$ cat src/rtl/ptw_pkg.sv
// Shared encodings for the page table walker: fault codes, controller
// states and bit positions inside directory and leaf words.
package ptw_pkg;

    typedef enum logic [1:0] {
        FLT_NONE    = 2'd0,
        FLT_INVALID = 2'd1,
        FLT_PROT    = 2'd2,
        FLT_ABSENT  = 2'd3
    } fault_e;

    typedef enum logic [2:0] {
        ST_IDLE,
        ST_RD_DIR,
        ST_RD_LEAF,
        ST_WB,
        ST_DONE
    } state_e;

    // Flag positions shared by directory and leaf words.
    localparam int E_VALID = 0;
    localparam int E_PRES  = 1;
    localparam int E_WR    = 2;
    localparam int E_USER  = 3;
    localparam int E_ACC   = 4;
    localparam int E_DIRTY = 5;
    // Lowest bit of the frame number in a leaf word.
    localparam int PFN_LSB = 8;

endpackage

$ cat src/rtl/ptw_addr_gen.sv
// Forms the memory address of the current walk step.
// Assumes each index selects a 4-byte word; the directory step
// adds to the base register and the leaf step adds to the latched
// leaf table base, whose low bits are implied zero.
module ptw_addr_gen #(
    parameter int PA_W  = 16,
    parameter int DIR_W = 4,
    parameter int TBL_W = 4
) (
    input  logic                      sel_leaf,
    input  logic [PA_W-1:0]           ptbr,
    input  logic [DIR_W-1:0]          dir_idx,
    input  logic [TBL_W-1:0]          tbl_idx,
    input  logic [PA_W-TBL_W-3:0]     leaf_base,
    output logic [PA_W-1:0]           addr
);
    localparam int ALIGN = TBL_W + 2;

    logic [PA_W-1:0] dir_addr;
    logic [PA_W-1:0] leaf_addr;

    // Purpose: compute both candidate addresses and pick the active step.
    always_comb begin
        dir_addr  = ptbr + PA_W'({dir_idx, 2'b00});
        leaf_addr = {leaf_base, {ALIGN{1'b0}}} + PA_W'({tbl_idx, 2'b00});
        addr      = sel_leaf ? leaf_addr : dir_addr;
    end
endmodule

$ cat src/rtl/ptw_entry_check.sv
// Judges a leaf word against the requested access and prepares the
// word with accessed/dirty marks. Purely combinational; works on the
// word as it arrives from memory.
module ptw_entry_check
    import ptw_pkg::*;
#(
    parameter int DATA_W = 32
) (
    input  logic [DATA_W-1:0] entry,
    input  logic              is_write,
    input  logic              is_user,
    output fault_e            fault,
    output logic [DATA_W-1:0] marked,
    output logic              needs_wb
);
    logic perm_ok;

    // Purpose: prioritised fault decision and accessed/dirty marking.
    always_comb begin
        perm_ok = !(is_write && !entry[E_WR]) && !(is_user && !entry[E_USER]);
        if (!entry[E_VALID])     fault = FLT_INVALID;
        else if (!perm_ok)       fault = FLT_PROT;
        else if (!entry[E_PRES]) fault = FLT_ABSENT;
        else                     fault = FLT_NONE;
        marked           = entry;
        marked[E_ACC]    = 1'b1;
        if (is_write) marked[E_DIRTY] = 1'b1;
        needs_wb = (marked != entry);
    end
endmodule

$ cat src/rtl/ptw_ctrl.sv
// Sequencer of the walk: idle, directory read, leaf read, optional
// write-back, done. Each memory step waits for its acknowledge.
module ptw_ctrl
    import ptw_pkg::*;
(
    input  logic clk,
    input  logic rst_n,
    input  logic start,
    input  logic mem_ack,
    input  logic dir_ok,
    input  logic leaf_ok,
    input  logic wb_needed,
    output logic busy,
    output logic done,
    output logic mem_req,
    output logic mem_we,
    output logic sel_leaf,
    output logic accept,
    output logic dir_cap,
    output logic leaf_cap
);
    state_e st_q, st_d;

    // Purpose: next-state decision.
    always_comb begin
        st_d = st_q;
        case (st_q)
            ST_IDLE:    if (start) st_d = ST_RD_DIR;
            ST_RD_DIR:  if (mem_ack) st_d = dir_ok ? ST_RD_LEAF : ST_DONE;
            ST_RD_LEAF: if (mem_ack) st_d = (leaf_ok && wb_needed) ? ST_WB : ST_DONE;
            ST_WB:      if (mem_ack) st_d = ST_DONE;
            ST_DONE:    st_d = ST_IDLE;
            default:    st_d = ST_IDLE;
        endcase
    end

    // Purpose: state register with synchronous reset.
    always_ff @(posedge clk) begin
        if (!rst_n) st_q <= ST_IDLE;
        else        st_q <= st_d;
    end

    // Purpose: decode state into port controls and capture strobes.
    always_comb begin
        busy     = (st_q != ST_IDLE);
        done     = (st_q == ST_DONE);
        mem_req  = (st_q == ST_RD_DIR) || (st_q == ST_RD_LEAF) || (st_q == ST_WB);
        mem_we   = (st_q == ST_WB);
        sel_leaf = (st_q == ST_RD_LEAF) || (st_q == ST_WB);
        accept   = (st_q == ST_IDLE) && start;
        dir_cap  = (st_q == ST_RD_DIR) && mem_ack;
        leaf_cap = (st_q == ST_RD_LEAF) && mem_ack;
    end
endmodule

$ cat src/rtl/pt_walker.sv
// Two-level page table walker. Latches its request at start, reads a
// directory word and a leaf word, reports a translation or a fault,
// and writes back accessed/dirty marks on success.
// Assumes the directory and each leaf table are aligned to their size.
module pt_walker
    import ptw_pkg::*;
#(
    parameter int PA_W   = 16,
    parameter int DATA_W = 32,
    parameter int DIR_W  = 4,
    parameter int TBL_W  = 4,
    parameter int OFF_W  = 6
) (
    input  logic              clk,
    input  logic              rst_n,
    input  logic              start,
    input  logic [PA_W-1:0]   ptbr,
    input  logic [DIR_W+TBL_W+OFF_W-1:0] va,
    input  logic              acc_write,
    input  logic              acc_user,
    output logic              busy,
    output logic              done,
    output logic [1:0]        fault,
    output logic [PA_W-1:0]   res_paddr,
    output logic              res_writable,
    output logic              res_user,
    output logic              mem_req,
    output logic              mem_we,
    output logic [PA_W-1:0]   mem_addr,
    output logic [DATA_W-1:0] mem_wdata,
    input  logic              mem_ack,
    input  logic [DATA_W-1:0] mem_rdata
);
    localparam int VA_W  = DIR_W + TBL_W + OFF_W;
    localparam int PFN_W = PA_W - OFF_W;
    localparam int ALIGN = TBL_W + 2;
    localparam int BASE_W = PA_W - ALIGN;

    logic [VA_W-1:0]   va_q;
    logic [PA_W-1:0]   ptbr_q;
    logic              wr_q, usr_q;
    logic [BASE_W-1:0] base_q;
    logic [DATA_W-1:0] entry_q;
    fault_e            fault_q;

    logic   sel_leaf, accept, dir_cap, leaf_cap;
    fault_e chk_fault;
    logic [DATA_W-1:0] chk_marked;
    logic   chk_wb;

    ptw_ctrl u_ctrl (
        .clk       (clk),
        .rst_n     (rst_n),
        .start     (start),
        .mem_ack   (mem_ack),
        .dir_ok    (mem_rdata[E_VALID]),
        .leaf_ok   (chk_fault == FLT_NONE),
        .wb_needed (chk_wb),
        .busy      (busy),
        .done      (done),
        .mem_req   (mem_req),
        .mem_we    (mem_we),
        .sel_leaf  (sel_leaf),
        .accept    (accept),
        .dir_cap   (dir_cap),
        .leaf_cap  (leaf_cap)
    );

    ptw_addr_gen #(.PA_W(PA_W), .DIR_W(DIR_W), .TBL_W(TBL_W)) u_addr (
        .sel_leaf  (sel_leaf),
        .ptbr      (ptbr_q),
        .dir_idx   (va_q[VA_W-1 -: DIR_W]),
        .tbl_idx   (va_q[OFF_W +: TBL_W]),
        .leaf_base (base_q),
        .addr      (mem_addr)
    );

    ptw_entry_check #(.DATA_W(DATA_W)) u_check (
        .entry    (mem_rdata),
        .is_write (wr_q),
        .is_user  (usr_q),
        .fault    (chk_fault),
        .marked   (chk_marked),
        .needs_wb (chk_wb)
    );

    // Purpose: latch request, directory base, leaf word and fault code.
    always_ff @(posedge clk) begin
        if (!rst_n) begin
            va_q    <= '0;
            ptbr_q  <= '0;
            wr_q    <= 1'b0;
            usr_q   <= 1'b0;
            base_q  <= '0;
            entry_q <= '0;
            fault_q <= FLT_NONE;
        end else if (accept) begin
            va_q    <= va;
            ptbr_q  <= ptbr;
            wr_q    <= acc_write;
            usr_q   <= acc_user;
            fault_q <= FLT_NONE;
        end else if (dir_cap) begin
            base_q <= mem_rdata[PA_W-1:ALIGN];
            if (!mem_rdata[E_VALID]) fault_q <= FLT_INVALID;
        end else if (leaf_cap) begin
            entry_q <= chk_marked;
            fault_q <= chk_fault;
        end
    end

    // Purpose: present results, masked to zero on a fault.
    always_comb begin
        fault     = fault_q;
        mem_wdata = entry_q;
        if (fault_q == FLT_NONE) begin
            res_paddr    = {entry_q[PFN_LSB +: PFN_W], va_q[OFF_W-1:0]};
            res_writable = entry_q[E_WR];
            res_user     = entry_q[E_USER];
        end else begin
            res_paddr    = '0;
            res_writable = 1'b0;
            res_user     = 1'b0;
        end
    end
endmodule

$ cat config.mk
export PLATFORM = sky130hd
export DESIGN_NAME = pt_walker
export DESIGN_NICKNAME = d
export VERILOG_FILES = /design/src/rtl/ptw_pkg.sv /design/src/rtl/ptw_addr_gen.sv /design/src/rtl/ptw_entry_check.sv /design/src/rtl/ptw_ctrl.sv /design/src/rtl/pt_walker.sv
export SDC_FILE = /design/constraint.sdc
export NUM_CORES = 1
export LEC_CHECK = 0
export BUFFER_PORTS_ARGS = -buffer_cell sky130_fd_sc_hd__buf_2
export CORE_MARGIN = 8
export CORE_UTILIZATION = 35
export DETAILED_ROUTE_END_ITERATION = 10
export SLEW_MARGIN = 20
export SYNTH_ARGS = -nofsm -noshare
export SYNTH_HDL_FRONTEND = slang
export SYNTH_SLANG_ARGS = --single-unit
$ cat constraint.sdc
create_clock -name clk -period 5.3 [get_ports clk]
set_input_delay 0.53 -clock clk [delete_from_list [all_inputs] [get_ports clk]]
set_output_delay 0.53 -clock clk [all_outputs]
set_load 0.01 [all_outputs]
# [Word-level counts from Yosys, hierarchy flattened]
# Cells that the tools add are included.
[word_totals] regBits=79 latchBits=0 ram_bits=0 mem_bits_ro=0 inputBits=68 out_inout_bits=72 word_cells=65 n_memories=0
[classes] add_sub_neg=2 n_mul=0 n_div=0 order_cmp=0 n_eq_ne=10 n_shift=0 muxes=18 n_bitwise=3 reduce_logical=24
[ops] cell="$add 16x6->16" count=2
[ops] cell="$mux 16" count=2
[ops] cell="$mux 3" count=6
[ops] cell="$mux 2" count=6
[ops] cell="$pmux 3 s4" count=1
[ops] cell="$ne 2x2->1 const B" count=4
[ops] cell="$logic_and 1x1->1" count=7
[ops] cell="$eq 3x2->1 const B" count=2
[ops] cell="$logic_not 1->1" count=4
[ops] cell="$logic_not 2->1" count=2
[ops] cell="$reduce_and 2->1" count=2
[ops] cell="$reduce_and 4->1" count=1
[ops] cell="$eq 3x1->1 const B" count=1
[ops] cell="$eq 3x3->1 const B" count=1
[ops] cell="$logic_not 3->1" count=1
[ops] cell="$logic_or 1x1->1" count=3
[ops] cell="$mux 1" count=3
[ops] cell="$not 1->1" count=3
[ops] cell="$reduce_and 3->1" count=1
[ops] cell="$reduce_bool 3->1" count=1
[ops] cell="$ne 2x1->1 const B" count=1
[ops] cell="$ne 2x2->1" count=1
[ops] cell="$reduce_bool 2->1" count=1
[ops] cell="$reduce_or 2->1" count=1

# [Longest topological paths before layout]
# Gate-level depths: netlist of the first run.
[depth] ltp_word=11 depth_mapped=7

# [Cells and area by module]
# A second synthesis of the first run with hierarchy kept.
[hier_totals] hier_cells=476 area_unflattened_um2=4181.5
[modules_own_cells] module="pt_walker" n_inst=1 cells_each=323 area_each_um2=3098.0 seq_area_each_um2=1521.5
[modules_own_cells] module="ptw_addr_gen" n_inst=1 cells_each=82 area_each_um2=539.3 seq_area_each_um2=0.0
[modules_own_cells] module="ptw_entry_check" n_inst=1 cells_each=40 area_each_um2=299.0 seq_area_each_um2=0.0
[modules_own_cells] module="ptw_ctrl" n_inst=1 cells_each=31 area_each_um2=245.2 seq_area_each_um2=60.1

# [Worst setup path after synthesis of the first run]
# Ideal clock, no wire load.
[synth_path] path_type="register to output" start="reg ptbr_q[2]" end="out mem_addr[14]" arrival_ns=1.862 slack_ns=2.908 stages_incl_launch_ff=7 cell_sequence="dfxtp_1 > ha_1 > fa_1 > a211oi_2 > nor2_1 > and3_1 > a221o_1"
[synth_via] elab_chain_cells=2
[synth_lines] element="start, declared" line="pt_walker.sv:40" rtl="logic [PA_W-1:0] ptbr_q;"
[synth_lines] element="start signal, assigned" line="pt_walker.sv:99" rtl="ptbr_q <= ptbr;"
[synth_lines] element="$add 16x6->16" line="ptw_addr_gen.sv:24" rtl="dir_addr = ptbr + PA_W'({dir_idx, 2'b00});"
[synth_lines] element="$mux 16" line="ptw_addr_gen.sv:26" rtl="addr = sel_leaf ? leaf_addr : dir_addr;"
[synth_lines] element="end, declared" line="pt_walker.sv:29" rtl="output logic [PA_W-1:0] mem_addr,"
# Every way passes these cells.

# [Final worst setup path of the first run]
# Same ends and word-level chain as after synthesis.

==> reports/metrics.yaml, run 1 <==
antenna_cells: 0
synth-main-ff-cell: "dfxtp_1"
gp_congestion: 0.728
drv_slew: 0
via_per_inst: 4.83
crit_type: "flip-flop to output pin"
syn_to_final_growth_pct: 26.9
ys_types: 46
synth_most_common_cell: "nand2_1"
cts.clk_slew.worst_paths_ns: 0.08
grt_pass1_wl_mm: 17.8
hold_buffers: 0
multi_input_area_mm2: 0.00201
pin_count: 140
fin_crit_ns: 3.08
drive_gt1_share_pct: 28.1
globalRouteOverflowTotal: 0
core_region_area_mm2: 0.0104
antenna_found_initial: 0
io_buffers: 139
area.sequential_mm2: 0.00158
cts_sinks: 79
wire_per_inst_um: 14.8
numPlacedInstances: 725
fin_nets: 673
cts_tree: "built"
cap_violations: 0
fin_tns_setup_ns: 0
arrival_ns: 2.55
drc_errors: 0
synth_commonest_cells: "167 x nand2_1, 79 x dfxtp_1, 45 x a21boi_1, 27 x a21boi_0, 23 x and2_1"
status: "completed"
grt_pass1_vias: 3526
syn_area_per_cell_um2: 7.86
cts_root_buf: "clkbuf_8"
cts_buffer_depth: 2
hp-class: "input pin to flip-flop"
cp.required_ns: 4.77
rows: 37
syn_area_mm2: 0.00374
htreeDepth: 3
ant_nets: 0
postSynthCellCount: 476
clk_latency_ns: 0.36
die_h_um: 119
async_reset_ff_share_pct: 0
yosysSeqAreaShare_pct: 42.3
hpwl_mm: 8.15
finClkSkew_ns: 0.0122
cp_max_fo: 4
fp.dieW_um: 119
synth_top_area_share_pct: 42.3
power_leakage_nw: 2.08
die_area_mm2: 0.0143
crit_slowest_cell: "fa_1"
tightest_slew_ns: 0.750
critPathCaptureType: "output pin"
hold_violations: 0
fillerInstances: 1052
fmax_mhz: 325
grt_start_max_net_pins: 45
drt_iter0_markers: 133
syn-num-nets: 549
yosys_warnings: 0
initial_utilization_pct: 36.1
synth_seq_cells: 79
instances_no_fill: 741
slew_headroom_pct: 50.0
p_per_area_mw_per_mm2: 272
yosysTopAreaCell: "dfxtp_1"
yosys-top-cells-area: "dfxtp_1 42%, nand2_1 17%, a21boi_1 9.0%"
cts_buffers: 9
cp_cell_sequence: "ha_1 -> fa_1 -> a211oi_2 -> nor2_1 -> and3_1 -> a221o_1 -> buf_2"
post_cts_buffers: 0
cts-resized-gates: 0
vias: 3582
setup_viol: 0
max_stage_delay_ns: 0.46
drt-pass1-iter-count: 4
rsz0062_at_grt: "false"
synth_edf_count: 0
fin_crit_sh_pct: 58.1
grtUsageTotal_pct: 15.4
worst_setup_path_start_kind: "flip-flop"
peakVddDrop_v: 0.000103
drt_wl_total_mm: 11.0
## power by group
part           total [mW]  internal [mW]  switching (mW)
Combinational       0.182         0.0800           0.102
Sequential          0.639          0.618          0.0216
Clock               0.470          0.242           0.228
## per-stage QoR
stage               setup WS [ns]  util (%)  hold slack, ns  total power [mW]  area [µm²]
floorplan                    2.91         -           0.430             0.760        3740
global placement             2.63      43.3           0.437             0.833        4490
detailed placement           2.60      43.7           0.443             0.838        4540
CTS                          2.19      45.7           0.374              1.31        4740
global route                 2.10      45.8           0.383              1.36        4750
finish                       2.22      45.8           0.392              1.29        4750
## layout by cell type (no fill, tap or decap), drive strengths merged, types with 4 or more instances in the layout
master and count:
nor3 7, nand2b 5, nor2 12, clkbuf 11, dfxtp 79, inv 6
ha 4, nand2 167, buf 144, xnor2 6, o211ai 4, o21ai 10
nand3 8, a21oi 6, a21boi 72, and2 23
## worst paths after layout
| check | start | end | slack [ns] | cells past startpoint |
|---|---|---|---|---|
| min | mem_rdata[21] | mem_wdata[21]$_SDFFE_PN0P_ | 0.39 | 3 |
| max | ptbr_q[2]$_SDFFE_PN0P_ | mem_addr[14] | 2.22 | 7 |
| min reg2reg | mem_wdata[31]$_SDFFE_PN0P_ | mem_wdata[31]$_SDFFE_PN0P_ | 0.45 | 2 |
| max reg2reg | u_ctrl.st_q[1]$_SDFFE_PN0P_ | mem_wdata[12]$_SDFFE_PN0P_ | 3.49 | 5 |
## per-layer routing
layer | vias to the layer above | GRT usage, % | share of wire [%]
li1 | 1835 | - | -
met3 | 11 | 4.11 | 5.7
met2 | 75 | 26.7 | 49
met4 | 0 | 6.79 | 1.7
met5 | - | 0 | 0
met1 | 1661 | 17.4 | 43
## critical path: cells and delay by family, from the launching register on
family                   cells  cell delay [ns]
buffers and inverters        1             0.15
AO/OA/AOI/OAI                2             0.71
adder cells (fa/ha/maj)      2             0.69
AND/OR/NAND/NOR              2             0.34
flip-flops                   1             0.32
## state kept, by name, summed over array words and instances (netlist names)
name	count
u_ctrl.st_q	3
va_q	14
mem_wdata	32
wr_q	1
usr_q	1
ptbr_q	16
fault	2
base_q	10
## layout make-up
cell class / instances / share of cell area [%]
flip-flops and latches: 79 / 33.3
clock buffers: 11 / 3.19
inverters: 6 / 0.474
clock inverters: 5 / 1.19
multi-input cells: 360 / 42.3
well taps: 136 / 3.58
repair buffers: 144 / 16.0
## kinds of logic after synthesis
group	synth area share [%]
simple gates	28.3
compound gates	21.7
flops	42.3
buf+inv	4.45
xor+xnor	1.40
fa+ha+maj	1.87
Note: power is estimated with default switching activity, not from simulation.
==> run 2, diff against run 1 <==
clock period = 3 ns   (was 5.3 ns; I/O delays follow)
==> reports/metrics.yaml, run 2 (same netlist as run 1, synthesis figures left out) <==
vias: 3578
status: "completed"
r2r-end: "va_q[4]$_SDFFE_PN0P_"
fin_util_pct: 45.8
drc_errors: 0
fp.dieW_um: 119
swShare_pct: 25.5
reg2reg_slack_ns: 1.04
antenna_found_initial: 0
reg2reg_from: "u_ctrl.st_q[1]$_SDFFE_PN0P_"
r2r_cells: 5
p_per_area_mw_per_mm2: 493
fin_crit_sh_pct: 95.3
worst_setup_path_start_kind: "flip-flop"
cp_cell_sequence: "ha_1 -> fa_1 -> a211oi_2 -> nor2_1 -> and3_1 -> a221o_1 -> buf_2"
drive_gt1_share_pct: 27.6
cts_sinks: 79
drv_slew: 0
clkPwrFrac_pct: 38.2
arrival_ns: 2.56
critPathCaptureType: "output pin"
cts.clk_slew.worst_paths_ns: 0.08
fin_tns_setup_ns: 0
cts_buffers: 9
pwr-share-seq_pct: 48.1
hold_buffers: 0
fmax_mhz: 350
startpoint: "ptbr_q[2]$_SDFFE_PN0P_"
globalRouteOverflowTotal: 0
comb_power_share_pct: 13.7
p_int_mw: 1.75
max_stage_delay_ns: 0.46
fin_crit_ns: 2.86
peakVddDrop_v: 0.000254
io_buffers: 139
crit_type: "flip-flop to output pin"
cp_max_fo: 4
rsz0062_at_grt: "false"
grt_pass1_vias: 3636
tightest_slew_ns: 0.883
die_h_um: 119
slew_headroom_pct: 41.1
cts_root_buf: "clkbuf_8"
grtUsageTotal_pct: 15.4
hpwl_mm: 8.18
cts_buffer_depth: 2
htreeDepth: 3
hp-class: "input pin to flip-flop"
cap_violations: 0
fin_nets: 676
crit_slowest_cell: "fa_1"
wire_per_inst_um: 14.8
core_region_area_mm2: 0.0104
largest_register_ffs: 32
cts_tree: "built"
via_per_inst: 4.81
place_ws_ns: 0.527
crit_end: "mem_addr[14]"
hold_violations: 0
crit_family: "compound AO/OA/AOI/OAI gates"
drt-pass1-iter-count: 4
worst-path-stages: 7
cts-resized-gates: 0
setup_viol: 0
rows: 37
final_cell_mix: "167 x nand2_1, 139 x buf_2, 79 x dfxtp_1"
cp.required_ns: 2.70
clk_latency_ns: 0.35
post_cts_buffers: 0
syn_to_final_growth_pct: 27.0
grt_start_max_net_pins: 51
power_leakage_nw: 2.10
ant_nets: 0
drt_iter0_markers: 129
layout_setup_ws_ns: 0.140
worst-path-buf-inv: 1
drt_wl_total_mm: 11.0
antenna_cells: 0
initial_utilization_pct: 36.1
final_common_cell: "nand2_1"
gp_congestion: 0.741
pin_count: 140
die_area_mm2: 0.0143
grt_pass1_wl_mm: 18.0
power.switching_uw: 599
finClkSkew_ns: 0.0102
[run 2: worst reg2reg max path: cells and delay by family, from the launching register on]
kind	cells	cell delay, ns
flip-flops	1	0.44
AO/OA/AOI/OAI	1	0.15
buffers and inverters	1	0.28
AND/OR/NAND/NOR	3	1.01
[run 2: through the flow]
stage,total power [mW],cell area [µm²],hold slack (ns),instances
finish,2.35,4750,0.186,744
global route,2.47,4750,0.172,744
CTS,2.38,4750,0.169,744
detailed placement,1.48,4530,0.442,728
global placement,1.47,4530,0.437,728
floorplan,1.34,3740,0.430,476
[run 2: final cells by class]
cell class / count / area (µm²)
fillers: 1088 / 5620
clock inverters: 3 / 65.1
clock buffers: 13 / 159
flip-flops and latches: 79 / 1580
multi-input cells: 360 / 2000
inverters: 6 / 22.5
well taps: 136 / 170
repair buffers: 147 / 756
[run 2: how the worst min path moves through the flow]
stage                     slack, ns                  startpoint  depth (start not counted)                    endpoint
after floorplan                0.43      ptbr_q[0]$_SDFFE_PN0P_                          2      ptbr_q[0]$_SDFFE_PN0P_
after global placement         0.44      ptbr_q[0]$_SDFFE_PN0P_                          2      ptbr_q[0]$_SDFFE_PN0P_
after detailed placement       0.44  mem_wdata[29]$_SDFFE_PN0P_                          2  mem_wdata[29]$_SDFFE_PN0P_
after CTS                      0.17               mem_rdata[31]                          3  mem_wdata[31]$_SDFFE_PN0P_
after global routing           0.17               mem_rdata[29]                          3  mem_wdata[29]$_SDFFE_PN0P_
final                          0.19               mem_rdata[31]                          3  mem_wdata[31]$_SDFFE_PN0P_
[run 2: layer usage]
| metal | track usage, % | up-vias | wire length, µm |
|---|---|---|---|
| met4 | 5.85 | 0 | 154 |
| met3 | 3.31 | 11 | 505 |
| met2 | 27.5 | 85 | 5600 |
| met1 | 17.5 | 1651 | 4760 |
| met5 | 0 | - | 0 |
| li1 | - | 1831 | - |
[run 2: power groups by stage]
stage	Combinational, mW	Clock (mW)	Sequential [mW]
after floorplan	0.200	0	1.14
after global placement	0.323	0	1.15
after detailed placement	0.327	0	1.15
after CTS	0.328	0.919	1.13
after global routing	0.361	0.969	1.14
final	0.322	0.895	1.13
